$ cat src/rtl/stk_pkg.sv
package stk_pkg;

  // command codes seen on cmd_op
  typedef enum logic [2:0] {
    OP_CALL = 3'd0,
    OP_RET  = 3'd1,
    OP_PUSH = 3'd2,
    OP_POP  = 3'd3,
    OP_RETI = 3'd4
  } stk_op_e;

  typedef enum logic [2:0] {
    ST_IDLE,
    ST_WR,
    ST_RDA,
    ST_RDD,
    ST_RESP
  } stk_state_e;

  function automatic logic op_writes(input logic [2:0] op);
    return (op == OP_CALL) || (op == OP_PUSH);
  endfunction

  function automatic logic op_reads(input logic [2:0] op);
    return (op == OP_RET) || (op == OP_RETI) || (op == OP_POP);
  endfunction

  function automatic logic op_wide(input logic [2:0] op);
    return (op == OP_CALL) || (op == OP_RET) || (op == OP_RETI);
  endfunction

endpackage

$ cat src/rtl/stk_ptr.sv
module stk_ptr #(
  parameter int SP_W   = 8,
  parameter int SP_RST = 7
) (
  input  logic            clk,
  input  logic            rst_n,
  input  logic            inc,
  input  logic            dec,
  output logic [SP_W-1:0] sp
);
  localparam logic [SP_W-1:0] RST_V = SP_W'(SP_RST);

  // free-running modulo arithmetic, no overflow detection
  always_ff @(posedge clk) begin
    if (!rst_n)   sp <= RST_V;
    else if (inc) sp <= sp + 1'b1;
    else if (dec) sp <= sp - 1'b1;
  end
endmodule

$ cat src/rtl/stk_hold.sv
module stk_hold #(
  parameter int PC_W = 16,
  parameter int DW   = 8,
  parameter int IW   = 1
) (
  input  logic            clk,
  input  logic            rst_n,
  input  logic            load,
  input  logic [PC_W-1:0] load_val,
  input  logic            shift,
  input  logic [DW-1:0]   shift_in,
  input  logic [IW-1:0]   sel,
  output logic [PC_W-1:0] hold,
  output logic [DW-1:0]   sel_byte
);
  localparam int NB = PC_W / DW;

  logic [PC_W-1:0] shifted;

  // bytes read back enter at the bottom, so the first read ends up on top
  generate
    if (NB > 1) begin : g_multi
      assign shifted = {hold[PC_W-DW-1:0], shift_in};
    end else begin : g_single
      assign shifted = shift_in;
    end
  endgenerate

  assign sel_byte = hold[sel*DW +: DW];

  always_ff @(posedge clk) begin
    if (!rst_n)     hold <= '0;
    else if (load)  hold <= load_val;
    else if (shift) hold <= shifted;
  end
endmodule

$ cat src/rtl/stk_ctrl.sv
module stk_ctrl
  import stk_pkg::*;
#(
  parameter int NB = 2,
  parameter int IW = 1
) (
  input  logic          clk,
  input  logic          rst_n,
  input  logic          cmd_valid,
  input  logic [2:0]    cmd_op,
  input  logic          rsp_ready,
  output logic          cmd_ready,
  output logic          busy,
  output logic          sp_inc,
  output logic          sp_dec,
  output logic          mem_we,
  output logic          mem_re,
  output logic          hold_load,
  output logic          hold_shift,
  output logic [IW-1:0] idx,
  output logic          rsp_valid,
  output logic          irq_release
);
  localparam logic [IW-1:0] LAST_WIDE = IW'(NB - 1);

  stk_state_e  state_q;
  logic [2:0]  op_q;
  logic [IW-1:0] cnt_q, lim_q;
  logic        rel_q;
  logic        accept, last;

  assign accept = (state_q == ST_IDLE) && cmd_valid;
  assign last   = (cnt_q == lim_q);

  always_comb begin
    cmd_ready   = (state_q == ST_IDLE);
    busy        = (state_q != ST_IDLE);
    sp_inc      = (accept && op_writes(cmd_op)) || ((state_q == ST_WR) && !last);
    sp_dec      = (state_q == ST_RDA);
    mem_we      = (state_q == ST_WR);
    mem_re      = (state_q == ST_RDA);
    hold_load   = accept;
    hold_shift  = (state_q == ST_RDD);
    idx         = cnt_q;
    rsp_valid   = (state_q == ST_RESP);
    irq_release = rel_q;
  end

  always_ff @(posedge clk) begin
    if (!rst_n) begin
      state_q <= ST_IDLE;
      op_q    <= '0;
      cnt_q   <= '0;
      lim_q   <= '0;
      rel_q   <= 1'b0;
    end else begin
      rel_q <= (state_q == ST_RDD) && last && (op_q == OP_RETI);
      unique case (state_q)
        ST_IDLE: if (accept) begin
          op_q  <= cmd_op;
          cnt_q <= '0;
          lim_q <= op_wide(cmd_op) ? LAST_WIDE : '0;
          if (op_writes(cmd_op))     state_q <= ST_WR;
          else if (op_reads(cmd_op)) state_q <= ST_RDA;
        end
        ST_WR: begin
          if (last) state_q <= ST_RESP;
          else      cnt_q   <= cnt_q + 1'b1;
        end
        ST_RDA: state_q <= ST_RDD;
        ST_RDD: begin
          if (last) state_q <= ST_RESP;
          else begin
            cnt_q   <= cnt_q + 1'b1;
            state_q <= ST_RDA;
          end
        end
        ST_RESP: if (rsp_ready) state_q <= ST_IDLE;
        default: state_q <= ST_IDLE;
      endcase
    end
  end
endmodule

$ cat src/rtl/stk_seq.sv
module stk_seq
  import stk_pkg::*;
#(
  parameter int SP_W   = 8,
  parameter int PC_W   = 16,
  parameter int DW     = 8,
  parameter int SP_RST = 7
) (
  input  logic            clk,
  input  logic            rst_n,
  input  logic            cmd_valid,
  output logic            cmd_ready,
  input  logic [2:0]      cmd_op,
  input  logic [PC_W-1:0] cmd_pc,
  input  logic [DW-1:0]   cmd_byte,
  output logic            rsp_valid,
  input  logic            rsp_ready,
  output logic [PC_W-1:0] rsp_pc,
  output logic [DW-1:0]   rsp_byte,
  output logic            busy,
  output logic            irq_release,
  output logic [SP_W-1:0] sp,
  output logic [SP_W-1:0] mem_addr,
  output logic            mem_we,
  output logic            mem_re,
  output logic [DW-1:0]   mem_wdata,
  input  logic [DW-1:0]   mem_rdata
);
  localparam int NB = PC_W / DW;
  localparam int IW = (NB > 1) ? $clog2(NB) : 1;

  logic          sp_inc, sp_dec, hold_load, hold_shift;
  logic [IW-1:0] idx;
  logic [PC_W-1:0] load_val, hold;
  logic [DW-1:0] sel_byte;

  always_comb begin
    case (cmd_op)
      OP_CALL: load_val = cmd_pc;
      OP_PUSH: load_val = PC_W'(cmd_byte);
      default: load_val = '0;
    endcase
  end

  stk_ctrl #(.NB(NB), .IW(IW)) u_ctrl (
    .clk(clk), .rst_n(rst_n), .cmd_valid(cmd_valid), .cmd_op(cmd_op),
    .rsp_ready(rsp_ready), .cmd_ready(cmd_ready), .busy(busy),
    .sp_inc(sp_inc), .sp_dec(sp_dec), .mem_we(mem_we), .mem_re(mem_re),
    .hold_load(hold_load), .hold_shift(hold_shift), .idx(idx),
    .rsp_valid(rsp_valid), .irq_release(irq_release)
  );

  stk_ptr #(.SP_W(SP_W), .SP_RST(SP_RST)) u_ptr (
    .clk(clk), .rst_n(rst_n), .inc(sp_inc), .dec(sp_dec), .sp(sp)
  );

  stk_hold #(.PC_W(PC_W), .DW(DW), .IW(IW)) u_hold (
    .clk(clk), .rst_n(rst_n), .load(hold_load), .load_val(load_val),
    .shift(hold_shift), .shift_in(mem_rdata), .sel(idx),
    .hold(hold), .sel_byte(sel_byte)
  );

  assign mem_addr  = sp;
  assign mem_wdata = sel_byte;
  assign rsp_pc    = hold;
  assign rsp_byte  = hold[DW-1:0];
endmodule

$ cat config.mk
export PLATFORM = sky130hd
export DESIGN_NAME = stk_seq
export DESIGN_NICKNAME = d
export VERILOG_FILES = /design/src/rtl/stk_pkg.sv /design/src/rtl/stk_ptr.sv /design/src/rtl/stk_hold.sv /design/src/rtl/stk_ctrl.sv /design/src/rtl/stk_seq.sv
export SDC_FILE = /design/constraint.sdc
export NUM_CORES = 1
export LEC_CHECK = 0
export ABC_AREA = 1
export CAP_MARGIN = 20
export CORE_MARGIN = 1.5
export CORE_UTILIZATION = 25
export DETAILED_ROUTE_END_ITERATION = 8
export DONT_BUFFER_PORTS = 1
export MAX_ROUTING_LAYER = met4
export REMOVE_ABC_BUFFERS = 1
export SLEW_MARGIN = 20
export SYNTH_ARGS = -nofsm -noshare
export SYNTH_HDL_FRONTEND = slang
export SYNTH_HIERARCHICAL = 1
export SYNTH_SLANG_ARGS = --single-unit
$ cat constraint.sdc
create_clock -name clk -period 3.7 [get_ports clk]
set_input_delay 0.555 -clock clk [delete_from_list [all_inputs] [get_ports clk]]
set_output_delay 0.555 -clock clk [all_outputs]
set_load 0.02 [all_outputs]
==> reports/metrics.yaml <==
status: "completed"
path_max_fanout: 11
ant_nets: 0
multi_input_area_mm2: 0.00129
startpoint: "u_ctrl/idx$_SDFFE_PN0P_"
initial_core_util_pct: 25.6
dieArea_mm2: 0.00997
wl_per_cell_um: 13.3
rsz0062_at_grt: "no"
sw_frac_of_total_pct: 53.4
tightest_slew_ns: 0.945
met3_length_um: 301
drt-vias-per-instance: 4.54
setup_violations: 0
syn_to_final_growth_pct: 1.81
seq_area_frac_synth_pct: 28.2
slowest_delay_ns: 0.68
ctsRootBufferMaster: "clkbuf_8"
crit_chain: "inv_1 > nand2_1 > nand2_1 > nand2_1 > o21ai_0 > inv_1 > ha_1 > or2_1 > nand3_1 > nand2_1 > nand2_1 > nand3_1 > nand2_1 > nor2_1"
first_iter_violations: 107
cts_tree: "done"
hold_buffers: 0
slew_headroom_pct: 36.9
clock_sinks: 33
grt_use_total_pct: 13.2
post-route-min-period_ns: 2.58
combPwrFrac_pct: 50.3
power_frac_seq_pct: 35.1
antenna_found_initial: 0
yosys-top-cells-area: "dfxtp_1 (28%), nand2_1 (17%), nand3_1 (10%), inv_1 (7.2%), buf_4 (6.1%)"
die_h_um: 99.8
wl_met1_um: 2800
synth_top_area_cell: "dfxtp_1"
clkPwrFrac_pct: 14.6
portBuffers: 0
critical_path_arrival_ns: 2.77
ios: 93
fin_area_mm2: 0.00239
cts.path.max_buffers: 2
finish.net_count: 393
post_cts_buffers: 0
fin_ws_ns: 1.12
route.detailed.drc: 0
crit_type: "reg -> reg"
synth_seq_cells: 33
cts.clk_slew.worst_paths_ns: 0.07
synth_flop_cell: "dfxtp_1"
hold_viol: 0
pre_cts_ws_ns: 1.10
cp-start-kind: "register"
ir_worst_vdd_mv: 0.219
fin_setup_tns_ns: 0
synthCells: 366
skew_ns: 0.00607
postSynth.asyncResetShare_pct: 0
numCtsBuffers: 5
synth_edf_count: 0
p_leak_uw: 0.00121
synth_top_area_share_pct: 28.2
cts_max_level: 2
power.internal_uw: 990
grt_pass1_vias: 1979
slew_viol_final: 0
drive_gt1_share_pct: 10.6
num_rows: 35
cpMaxStageDelayCell: "dfxtp_1"
syn_avg_cell_area_um2: 6.41
cp-end-kind: "register"
total_power_uw: 2130
fin_crit_sh_pct: 69.7
clock_latency_ns: 0.29
worstPathRequired_ns: 3.89
grt_max_degree: 24
core_mm2: 0.00915
ctsResizeCount: 0
seq_area_um2: 661
placed_area_mm2: 0.00229
overflow: 0
p_sw_uw: 1140
vias: 2083
power_density_mw_per_mm2: 890
min_path_type: "in -> reg"
grt_pass1_wl_um: 9980
wl_um: 6110
route.met2.wl_um: 2960
drt-pass1-iter-count: 5
fmax_ghz: 0.388
max_cap_viol_count: 0
mappedNetlistArea_mm2: 0.00234
r2r-start: "u_ctrl/idx$_SDFFE_PN0P_"
cpMostUsedCell: "nand2_1"
gp_congestion: 0.792
top_layer: "met4"
num_antenna_cells: 0
dieWidth_um: 99.8
ys.warnings.count: 6
dp_hpwl_um: 4520
synth.distinct_cells: 28
hp-start: "rst_n"
fillers: 1015
==> path summary, 6_finish.rpt <==
| check | to | slack [ns] | depth (start not counted) |
|---|---|---|---|
| worst min register to register | u_ctrl/op_q[0]$_SDFFE_PN0P_ | 0.46 | 2 |
| worst min-delay path | u_ptr/sp[1]$_SDFFE_PN1P_ | 0.35 | 1 |
| worst max-delay path | u_ptr/sp[7]$_SDFFE_PN0P_ | 1.12 | 14 |
| worst max register to register | u_ptr/sp[7]$_SDFFE_PN0P_ | 1.12 | 14 |
==> per-stage QoR <==
| step | hold slack (ns) | std cells | util (%) |
|---|---|---|---|
| 3_5_place_dp | 0.453 | 451 | 25.0 |
| 6_report | 0.351 | 459 | 26.1 |
| 4_1_cts | 0.336 | 459 | 26.1 |
| 3_3_place_gp | 0.446 | 451 | 25.0 |
| 5_1_grt | 0.332 | 459 | 26.1 |
| 2_1_floorplan | 0.428 | 339 | - |
==> synth_stat cells, types with 4 or more instances <==
cell type	number
inv_2	4
buf_2	4
buf_6	4
a21oi_1	14
buf_4	19
inv_1	45
nor2_1	38
dfxtp_1	33
nand3_1	49
nand2_2	5
ha_1	6
o21ai_0	9
mux2_2	8
nand2_1	105
==> layout make-up <==
class | count | area share (%)
Multi-Input combinational cell | 257 | 54.2
Sequential cell | 33 | 27.7
Inverter | 49 | 7.70
Tap cell | 111 | 5.82
Clock buffer | 7 | 4.04
Timing Repair Buffer | 1 | 0.314
Clock inverter | 1 | 0.210
==> worst max-delay path, delay by kind of cell (launching register included) <==
kind                       cells  cell delay [ns]
AOI/OAI and AO/OA              1             0.13
adders and majority gates      1             0.31
buffers and inverters          2             0.43
DFF                            1             0.68
and+or+nand+nor               10             0.93
==> power groups by stage <==
stage,clock [uW],sequential [uW],combinational (uW)
2_1_floorplan,0,714,871
3_3_place_gp,0,756,1050
3_5_place_dp,0,762,1070
4_1_cts,324,753,1070
5_1_grt,341,775,1230
6_report,310,747,1070
==> cell families after synthesis <==
| group | Yosys count | synth area share [%] |
|---|---|---|
| DFF | 33 | 28.2 |
| xor gates and xnor gates | 2 | 0.747 |
| muxes | 8 | 3.84 |
| adders and majority gates | 7 | 4.06 |
| and+or+nand+nor | 213 | 40.4 |
| AOI/OAI and AO/OA | 27 | 6.03 |
| buffers and inverters | 76 | 16.7 |
==> sequential cells by signal (all words and copies together) (netlist names) <==
name	count
u_hold/hold	16
u_ptr/sp	8
u_ctrl/op_q	3
u_ctrl/state_q	3
u_ctrl/idx	1
u_ctrl/irq_release	1
u_ctrl/lim_q	1
==> layout by cell type, fill, tap and decap left out, drive strengths merged <==
master,Yosys,layout
o21ai,11,11
clkinv,0,1
mux2,8,8
dfxtp,33,33
nor4,1,1
nand3,49,49
nand4,3,3
xnor2,2,2
inv,49,49
fa,1,1
buf,27,1
ha,6,6
a211oi,1,1
nand3b,1,1
nand2,111,111
or2,3,3
nor2,45,45
a21oi,15,15
clkbuf,0,7
==> metal layers <==
metal  global-route usage, %  vias to the layer above
met3                    3.48                        8
met1                    15.7                      919
li1                        -                     1097
met2                    21.8                       59
met5                       -                        -
met4                    4.01                        0
Note: power is estimated with default switching activity, not from simulation.
